`src/rtl/bm_pkg.sv`:
```
package bm_pkg;
  // command byte fields
  localparam int CMD_GO_BIT  = 0;
  localparam int CMD_DIR_BIT = 3;
  localparam logic [7:0] CMD_KEEP = 8'h09;
  // status byte fields
  localparam int ST_ACT_BIT = 0;
  localparam int ST_ERR_BIT = 1;
  localparam int ST_INT_BIT = 2;
  localparam logic [7:0] ST_RW_KEEP = 8'h60;
  // byte lanes of word 0
  localparam int LANE_CMD = 0;
  localparam int LANE_ST  = 2;
  // word selects
  localparam logic SEL_CTRL = 1'b0;
  localparam logic SEL_BASE = 1'b1;

  typedef struct packed {
    logic rise;   // start 0 -> 1 seen in this write
    logic fall;   // start 1 -> 0 seen in this write
  } go_edge_t;
endpackage

```
`src/rtl/bm_cmd_reg.sv`:
```
module bm_cmd_reg
  import bm_pkg::*;
(
  input  logic       clk,
  input  logic       rst_n,
  input  logic       wr,
  input  logic [7:0] wbyte,
  input  logic       act_now,
  output go_edge_t   edge_o,
  output logic [7:0] cmd_o,
  output logic       kick_q,
  output logic       cancel_q
);
  logic [7:0] cmd_q;
  logic       go_q;

  assign go_q = cmd_q[CMD_GO_BIT];
  assign edge_o.rise = wr &&  wbyte[CMD_GO_BIT] && !go_q;
  assign edge_o.fall = wr && !wbyte[CMD_GO_BIT] &&  go_q;
  assign cmd_o = cmd_q;

  always_ff @(posedge clk or negedge rst_n) begin
    if (!rst_n) begin
      cmd_q    <= '0;
      kick_q   <= 1'b0;
      cancel_q <= 1'b0;
    end else begin
      if (wr) cmd_q <= wbyte & CMD_KEEP;
      kick_q   <= edge_o.rise && !act_now;
      cancel_q <= edge_o.fall;
    end
  end

  AST_NO_EDGE_ON_SAME: assert property (@(posedge clk) disable iff (!rst_n)
    (wr && (wbyte[CMD_GO_BIT] == go_q)) |=> (!kick_q && !cancel_q));
endmodule

```
`src/rtl/bm_status_reg.sv`:
```
module bm_status_reg
  import bm_pkg::*;
(
  input  logic       clk,
  input  logic       rst_n,
  input  logic       wr,
  input  logic [7:0] wbyte,
  input  go_edge_t   go_edge,
  input  logic       eng_done,
  input  logic       eng_err,
  input  logic       drv_irq,
  output logic [7:0] st_o
);
  logic       act_q, err_q, int_q, irq_prev_q;
  logic [7:0] rw_q;
  logic       irq_rise;

  assign irq_rise = drv_irq && !irq_prev_q;

  always_ff @(posedge clk or negedge rst_n) begin
    if (!rst_n) begin
      act_q      <= 1'b0;
      err_q      <= 1'b0;
      int_q      <= 1'b0;
      rw_q       <= '0;
      irq_prev_q <= 1'b0;
    end else begin
      irq_prev_q <= drv_irq;
      // active flag: register writes win over the walker's done pulse
      if (go_edge.rise)      act_q <= 1'b1;
      else if (go_edge.fall) act_q <= 1'b0;
      else if (eng_done)     act_q <= 1'b0;
      // sticky flags: a new event wins over a clear in the same cycle
      if (eng_err)                      err_q <= 1'b1;
      else if (wr && wbyte[ST_ERR_BIT]) err_q <= 1'b0;
      if (irq_rise)                     int_q <= 1'b1;
      else if (wr && wbyte[ST_INT_BIT]) int_q <= 1'b0;
      if (wr) rw_q <= wbyte & ST_RW_KEEP;
    end
  end

  always_comb begin
    st_o = rw_q;
    st_o[ST_ACT_BIT] = act_q;
    st_o[ST_ERR_BIT] = err_q;
    st_o[ST_INT_BIT] = int_q;
  end

  AST_ERR_STICKY: assert property (@(posedge clk) disable iff (!rst_n)
    (err_q && !(wr && wbyte[ST_ERR_BIT])) |=> err_q);
  AST_INT_STICKY: assert property (@(posedge clk) disable iff (!rst_n)
    (int_q && !(wr && wbyte[ST_INT_BIT])) |=> int_q);
  AST_INT_ON_RISE: assert property (@(posedge clk) disable iff (!rst_n)
    irq_rise |=> int_q);
  AST_DONE_CLEARS: assert property (@(posedge clk) disable iff (!rst_n)
    (eng_done && !go_edge.rise) |=> !act_q);
endmodule

```
`src/rtl/bm_addr_reg.sv`:
```
module bm_addr_reg #(
  parameter int ADDR_W     = 32,
  parameter int ALIGN_BITS = 2,
  parameter int DESC_BYTES = 8
) (
  input  logic              clk,
  input  logic              rst_n,
  input  logic              wr,
  input  logic [ADDR_W/8-1:0] be,
  input  logic [ADDR_W-1:0] wdata,
  input  logic              load,
  input  logic              step,
  output logic [ADDR_W-1:0] base_o,
  output logic [ADDR_W-1:0] ptr_o
);
  localparam int LANES = ADDR_W / 8;
  localparam logic [ADDR_W-1:0] KEEP_MASK = {ADDR_W{1'b1}} << ALIGN_BITS;
  localparam logic [ADDR_W-1:0] STEP_AMT  = ADDR_W'(DESC_BYTES);

  logic [ADDR_W-1:0] base_q, ptr_q;

  for (genvar l = 0; l < LANES; l++) begin : g_lane
    always_ff @(posedge clk or negedge rst_n) begin
      if (!rst_n) base_q[8*l +: 8] <= '0;
      else if (wr && be[l]) base_q[8*l +: 8] <= wdata[8*l +: 8] & KEEP_MASK[8*l +: 8];
    end
  end

  always_ff @(posedge clk or negedge rst_n) begin
    if (!rst_n)    ptr_q <= '0;
    else if (load) ptr_q <= base_q;
    else if (step) ptr_q <= ptr_q + STEP_AMT;
  end

  assign base_o = base_q;
  assign ptr_o  = ptr_q;

  AST_PTR_STEP: assert property (@(posedge clk) disable iff (!rst_n)
    (step && !load) |=> (ptr_q == $past(ptr_q) + STEP_AMT));
  AST_PTR_LOAD: assert property (@(posedge clk) disable iff (!rst_n)
    (load && !wr) |=> (ptr_q == base_q));
endmodule

```
`src/rtl/bm_chan_regs.sv`:
```
module bm_chan_regs
  import bm_pkg::*;
#(
  parameter int ADDR_W     = 32,
  parameter int ALIGN_BITS = 2,
  parameter int DESC_BYTES = 8
) (
  input  logic              clk,
  input  logic              rst_n,
  input  logic              bus_wr,
  input  logic              bus_addr,
  input  logic [ADDR_W/8-1:0] bus_be,
  input  logic [ADDR_W-1:0] bus_wdata,
  output logic [ADDR_W-1:0] bus_rdata,
  input  logic              drv_irq,
  input  logic              eng_next,
  input  logic              eng_done,
  input  logic              eng_err,
  output logic              xfer_start,
  output logic              xfer_cancel,
  output logic              xfer_active,
  output logic              xfer_dir,
  output logic [ADDR_W-1:0] tbl_ptr,
  output logic              host_irq
);
  logic       cmd_wr, st_wr, base_wr;
  logic [7:0] cmd_byte, st_byte;
  go_edge_t   go_edge;
  logic [ADDR_W-1:0] base_val;

  assign cmd_wr  = bus_wr && (bus_addr == SEL_CTRL) && bus_be[LANE_CMD];
  assign st_wr   = bus_wr && (bus_addr == SEL_CTRL) && bus_be[LANE_ST];
  assign base_wr = bus_wr && (bus_addr == SEL_BASE);

  bm_cmd_reg u_cmd (
    .clk(clk), .rst_n(rst_n), .wr(cmd_wr),
    .wbyte(bus_wdata[8*LANE_CMD +: 8]), .act_now(st_byte[ST_ACT_BIT]),
    .edge_o(go_edge), .cmd_o(cmd_byte), .kick_q(xfer_start), .cancel_q(xfer_cancel)
  );

  bm_status_reg u_st (
    .clk(clk), .rst_n(rst_n), .wr(st_wr), .wbyte(bus_wdata[8*LANE_ST +: 8]),
    .go_edge(go_edge), .eng_done(eng_done), .eng_err(eng_err),
    .drv_irq(drv_irq), .st_o(st_byte)
  );

  bm_addr_reg #(.ADDR_W(ADDR_W), .ALIGN_BITS(ALIGN_BITS), .DESC_BYTES(DESC_BYTES)) u_addr (
    .clk(clk), .rst_n(rst_n), .wr(base_wr), .be(bus_be), .wdata(bus_wdata),
    .load(go_edge.rise), .step(eng_next), .base_o(base_val), .ptr_o(tbl_ptr)
  );

  always_comb begin
    bus_rdata = '0;
    if (bus_addr == SEL_BASE) begin
      bus_rdata = base_val;
    end else begin
      bus_rdata[8*LANE_CMD +: 8] = cmd_byte;
      bus_rdata[8*LANE_ST  +: 8] = st_byte;
    end
  end

  assign xfer_active = st_byte[ST_ACT_BIT];
  assign xfer_dir    = cmd_byte[CMD_DIR_BIT];
  assign host_irq    = drv_irq;

  AST_KICK_STATE: assert property (@(posedge clk) disable iff (!rst_n)
    xfer_start |-> (xfer_active && cmd_byte[CMD_GO_BIT]));
  AST_CANCEL_IDLE: assert property (@(posedge clk) disable iff (!rst_n)
    xfer_cancel |-> (!xfer_active && !cmd_byte[CMD_GO_BIT]));
  AST_ONE_PULSE: assert property (@(posedge clk) disable iff (!rst_n)
    $onehot0({xfer_start, xfer_cancel}));
endmodule

```
`config.mk`:
```
export PLATFORM = sky130hd
export DESIGN_NAME = bm_chan_regs
export DESIGN_NICKNAME = d
export VERILOG_FILES = /design/src/rtl/bm_pkg.sv /design/src/rtl/bm_cmd_reg.sv /design/src/rtl/bm_status_reg.sv /design/src/rtl/bm_addr_reg.sv /design/src/rtl/bm_chan_regs.sv
export SDC_FILE = /design/constraint.sdc
export NUM_CORES = 1
export LEC_CHECK = 0
export BUFFER_PORTS_ARGS = -buffer_cell sky130_fd_sc_hd__buf_4
export CAP_MARGIN = 25
export CORE_ASPECT_RATIO = 0.7
export CORE_MARGIN = 4
export CORE_UTILIZATION = 51
export DETAILED_ROUTE_END_ITERATION = 6
export HOLD_SLACK_MARGIN = 0.12
export PLACE_DENSITY = 0.82
export SYNTH_ARGS = -nofsm -noshare
export SYNTH_HDL_FRONTEND = slang
export SYNTH_SLANG_ARGS = --single-unit
```
`constraint.sdc`:
```
create_clock -name clk -period 2.3 [get_ports clk]
set_input_delay 0.69 -clock clk [delete_from_list [all_inputs] [get_ports clk]]
set_output_delay 0.69 -clock clk [all_outputs]
set_load 0.01 [all_outputs]
```
## Yosys cells after proc, flatten, opt, wreduce, memory -nomap -nowiden

Cells that the tools add are included.

| operators by class | value |
|---|---|
| bitwise gates (word level) | 1 |
| muxes and demuxes | 13 |
| reduce and logical (&&, ||, !) cells | 24 |
| $add $sub $neg | 1 |

Operators with widths:

| kind | number |
|---|---|
| $mux 32 | 2 |
| $add 32x4->32 const B | 1 |
| $mux 8 | 4 |
| $logic_and 1x1->1 | 16 |
| $mux 1 | 7 |
| $reduce_bool 2->1 | 3 |
| $logic_not 1->1 | 4 |
| $reduce_bool 3->1 | 1 |
| $not 1->1 | 1 |

| storage, ports and cells | value |
|---|---|
| logic and storage cells | 52 |
| bits in registers | 72 |
| bits of input ports | 44 |

## Logic depth before layout (Yosys ltp)

| depth | value |
|---|---|
| word-level depth | 7 |
| gate-level depth with buffers | 8 |
| gate-level depth less buffers | 5 |

## Modules after synthesis

From an unflattened synthesis, not the netlist that was laid out.

| second synthesis, totals | value |
|---|---|
| cell total of the unflattened synthesis | 340 |
| area total of the unflattened synthesis | 3,734.8 um^2 |

By module, submodules not included:

| module | instances | area each (um^2) | cells each |
|---|---|---|---|
| bm_addr_reg | 1 | 2,870.3 | 262 |
| bm_chan_regs | 1 | 400.4 | 40 |
| bm_status_reg | 1 | 260.2 | 22 |
| bm_cmd_reg | 1 | 203.9 | 16 |

## Worst setup path before layout

OpenSTA, ideal clock, no wires.

| timing path | value |
|---|---|
| path type | input to register |
| from | input port bus_addr |
| to | register u_addr.ptr_q[18], in the netlist u_addr.ptr_o[18] |
| buffers on the path | 3 |
| path slack | 82 ps |
| stages | 7 |
| data arrival time | 2,149 ps |
| required time | 2,231 ps |
| cells stage by stage | buf_2 > and3b_1 > clkbuf_1 > and2_1 > clkbuf_1 > or4b_2 > nand3_1 |

| on the way | value |
|---|---|
| longest elaborated chain between the ends | 6 |
| elaborated cells between the ends (all ways) | 7 |

RTL lines:

| item | RTL line | RTL |
|---|---|---|
| from (decl) | bm_chan_regs.sv:11 | `input logic bus_addr,` |
| $not 1->1 (*) | bm_chan_regs.sv:31 | `assign cmd_wr = bus_wr && (bus_addr == SEL_CTRL) && bus_be[LANE_CMD];` |
| $logic_and 1x1->1 (*) (2 in series) | bm_chan_regs.sv:31 |  |
| $logic_and 1x1->1 (*) (2 in series) | bm_cmd_reg.sv:18 | `assign edge_o.rise = wr && wbyte[CMD_GO_BIT] && !go_q;` |
| $mux 32 or $reduce_bool 2->1 (tied branches) | -- |  |
| to (signal assigned) | bm_addr_reg.sv:31 | `else if (load) ptr_q <= base_q;` |
| to (signal assigned) | bm_addr_reg.sv:32 | `else if (step) ptr_q <= ptr_q + STEP_AMT;` |
| to (decl) | bm_addr_reg.sv:20 | `logic [ADDR_W-1:0] base_q, ptr_q;` |

Mark *: on every way between the ends. The rest lies on a longest branch, timed or not.
A chain may end at the register's enable or synchronous reset.

## Worst setup path after layout

| timing path | value |
|---|---|
| from | register u_addr.ptr_q[3], in the netlist u_addr.ptr_o[3] |
| to | register u_addr.ptr_q[21], in the netlist u_addr.ptr_o[21] |

| on the way | value |
|---|---|
| longest elaborated chain between the ends | 3 |

RTL lines:

| item | RTL line |
|---|---|
| $add 32x4->32 | bm_addr_reg.sv:32 |
| $mux 32 | bm_addr_reg.sv:32 |
| $mux 32 | bm_addr_reg.sv:31 |

No other way between the ends. The select of a mux whose other input is x is not followed.

==> impl_metrics.ini <==
[run_status]
status = finished, final reports clean

[global_routing]
grt_pass1_wl_um = 14800
gr-usage-met1_pct = 31.1
grt_max_degree = 46
antenna_found_initial = 0
use_met2_pct = 35.0
grt-busiest-layer = met2
use_met3_pct = 6.46
grt_overflow = 0
gr-usage-all-layers_pct = 22.7
grt_pass1_vias = 2955

[pwr]
p_sw_mw = 1.34
clkPwrFrac_pct = 23.1
switching_share_pct = 33.4
power.leakage_nw = 2.08
intPower_mw = 2.68
powerDensity_nw_per_um2 = 870
power_mw = 4.03
sequentialPowerShare_pct = 46.3
irDropWorstVdd_uv = 441
combPwrFrac_pct = 30.6

[logic_synthesis]
synth_common_cells = 70 x dfrtp_1, 39 x mux2_2, 36 x nand2_1
synth-seq-cells = 70
synth_cells = 331
yosysMostFrequentCell = dfrtp_1
synth_area_sq_um = 3480
ys.flop_type = dfrtp_1
synth_top_family_by_area = simple AND/OR/NAND/NOR gates
synth_compound_area_share_pct = 7.52
ys_seq_area_share_pct = 50.4
synth_fa_ha_area_share_pct = 0.360
syn-mean-instance-area_sq_um = 10.5
synth_area_leaders = dfrtp_1 50%, mux2_2 13%, and2_1 4.5%
yosysTopAreaCell = dfrtp_1
synthXorXnorAreaFrac_pct = 3.53
synth_top_area_share_pct = 50.4
synth-edff-count = 0
muxShareOfSynthArea_pct = 12.9
ys_types = 39
synth_warnings = 0
synthSimpleGateAreaFrac_pct = 21.7
synthArstFlopShare_pct = 100

[cts]
cts_buffer_depth = 2
tritoncts = done
clock_latency_ps = 350
cts.sinks = 70
hold_buffers = 0
path_clk_slew_ps = 80
cts_setup_buffers = 0
root_buffer = clkbuf_8
numCtsBuffers = 9
cts_max_level = 3
cts_resized = 0

[routing]
via_count = 2976
wl_um = 9020
wire_per_inst_um = 16.5
viasPerCell = 5.46
detail-route-antenna-nets = 0
post-route-drc-count = 0
drt_iter0_drc = 177
dr.pass1.iters = 4

[sta]
worst_slew_pin_slew_ps = 577
timing.final.crit_share_pct = 94.0
slew_violations = 0
setup_viol = 0
maxSlewHeadroom_pct = 61.5
clock-skew-final_ps = 10.8
fin_crit_ps = 2160
hold_ws_ps = 342
fmax_ghz = 0.463
hold_viol_final = 0
finalSetupTns_ps = 0
setup_ws_ps = 139
grt_setup_unrepaired = false

[worst_hold_path]
hp-class = in -> async

[critical_path]
cp-end-kind = flop
required_ps = 2570
startpoint_type = flop
crit_type = reg -> reg
rrSetupSlack_ps = 140
crit_fanout = 9
cp_data_arrival_time_ps = 2430

[placed_design]
finalWeightedCongestion = 0.818
pre_cts_ws_ps = -65.4
portBuffers = 108
hpwl_um = 6850

[floorplanning]
num_rows = 24
die_area_sq_um = 8220
initial_core_util_pct = 54.1
pin_count = 113
dieHeight_um = 77.1
die_w_um = 107
coreArea_sq_um = 6430

[job]
cap_viol_max_count = 0

[cells_and_area]
multi_input_area_sq_um = 1610
finalNetCount = 494
drive_gt1_share_pct = 40.5
area_growth_pct = 33.2
fin_util_pct = 72.0
n_fill_cell = 509
regArea_sq_um = 1750
antenna_cells = 0
[metrics by stage]
stage          std cells  instance area [sq um]
6_report             545                   4630
5_1_grt              545                   4630
4_1_cts              545                   4630
3_5_place_dp         529                   4440
3_3_place_gp         529                   4440
2_1_floorplan        333                   3480
[registers in the layout, indices dropped and copies added (netlist names)]
name             flops
u_addr.base_o       30
u_addr.ptr_o        30
u_cmd.cancel_q       1
u_cmd.cmd_o          2
u_cmd.kick_q         1
u_st.act_q           1
u_st.err_q           1
u_st.int_q           1
u_st.irq_prev_q      1
u_st.rw_q            2
[area by class of cell]
cell class                      instances  share of cell area (%)
Tap cell                               91                    2.46
Sequential cell                        70                    37.8
Timing Repair Buffer                  124                    20.4
Inverter                                6                   0.486
Clock buffer                           12                    3.57
Multi-Input combinational cell        238                    34.8
Clock inverter                          4                   0.432
[worst max-delay path, cell delays in order, from the launching register on]
cell and delay [ps]:
dfrtp_1 340, ha_1 220, nand4_1 150, or4_1 690, buf_4 220, or3_1 310, a31oi_1 170
[routing by layer]
metal | vias up | share of wire [%]
met5 | - | 0
met4 | 0 | 1.0
met1 | 1444 | 45
met3 | 10 | 7.8
li1 | 1416 | -
met2 | 106 | 46
[path summary, 6_finish.rpt]
check	start	end	cells past startpoint
max	u_addr.ptr_o[3]	u_addr.ptr_o[21]	6
min	rst_n	u_addr.base_o[28]	1
max reg2reg	u_addr.ptr_o[3]	u_addr.ptr_o[21]	6
min reg2reg	u_st.irq_prev_q	u_st.int_q	1
max in group asynchronous	rst_n	u_addr.ptr_o[19]	2
min in group clk	u_st.irq_prev_q	u_st.int_q	1
[kinds of logic (layout without fill, tap and decap cells)]
logic type / Yosys count / in the layout
and+or+nand+nor: 136 / 136
buffers and inverters: 25 / 146
xor gates and xnor gates: 14 / 14
adders and majority gates: 1 / 1
muxes: 40 / 40
other: 1 / 3
DFF: 70 / 70
AOI/OAI and AO/OA: 44 / 44
[power groups by stage]
stage	combinational, mW	clock [mW]	sequential, mW
2_1_floorplan	0.512	0	1.88
3_3_place_gp	1.21	0	1.85
3_5_place_dp	1.24	0	1.88
4_1_cts	1.25	0.939	1.86
5_1_grt	1.34	1.00	1.91
6_report	1.23	0.929	1.86
[placed cells by master (no fill, tap or decap), types with 2 or more instances in the layout]
cell,n
buf_4,123
dfrtp_1,70
mux2_2,39
nand2_1,36
and2_1,25
o21ai_0,23
nor2_1,14
nand3_1,14
clkbuf_8,12
or4_1,11
nand4_1,10
a31oi_1,10
xnor2_1,8
o31ai_1,7
inv_1,6
xor2_1,6
and4_1,4
clkinv_2,4
o211ai_1,3
or3_1,3
nor3_1,3
conb_1,3
nor2b_1,2
and3b_1,2
and3_1,2
nand2b_1,2
No activity file was read; power rests on OpenSTA's default activity.
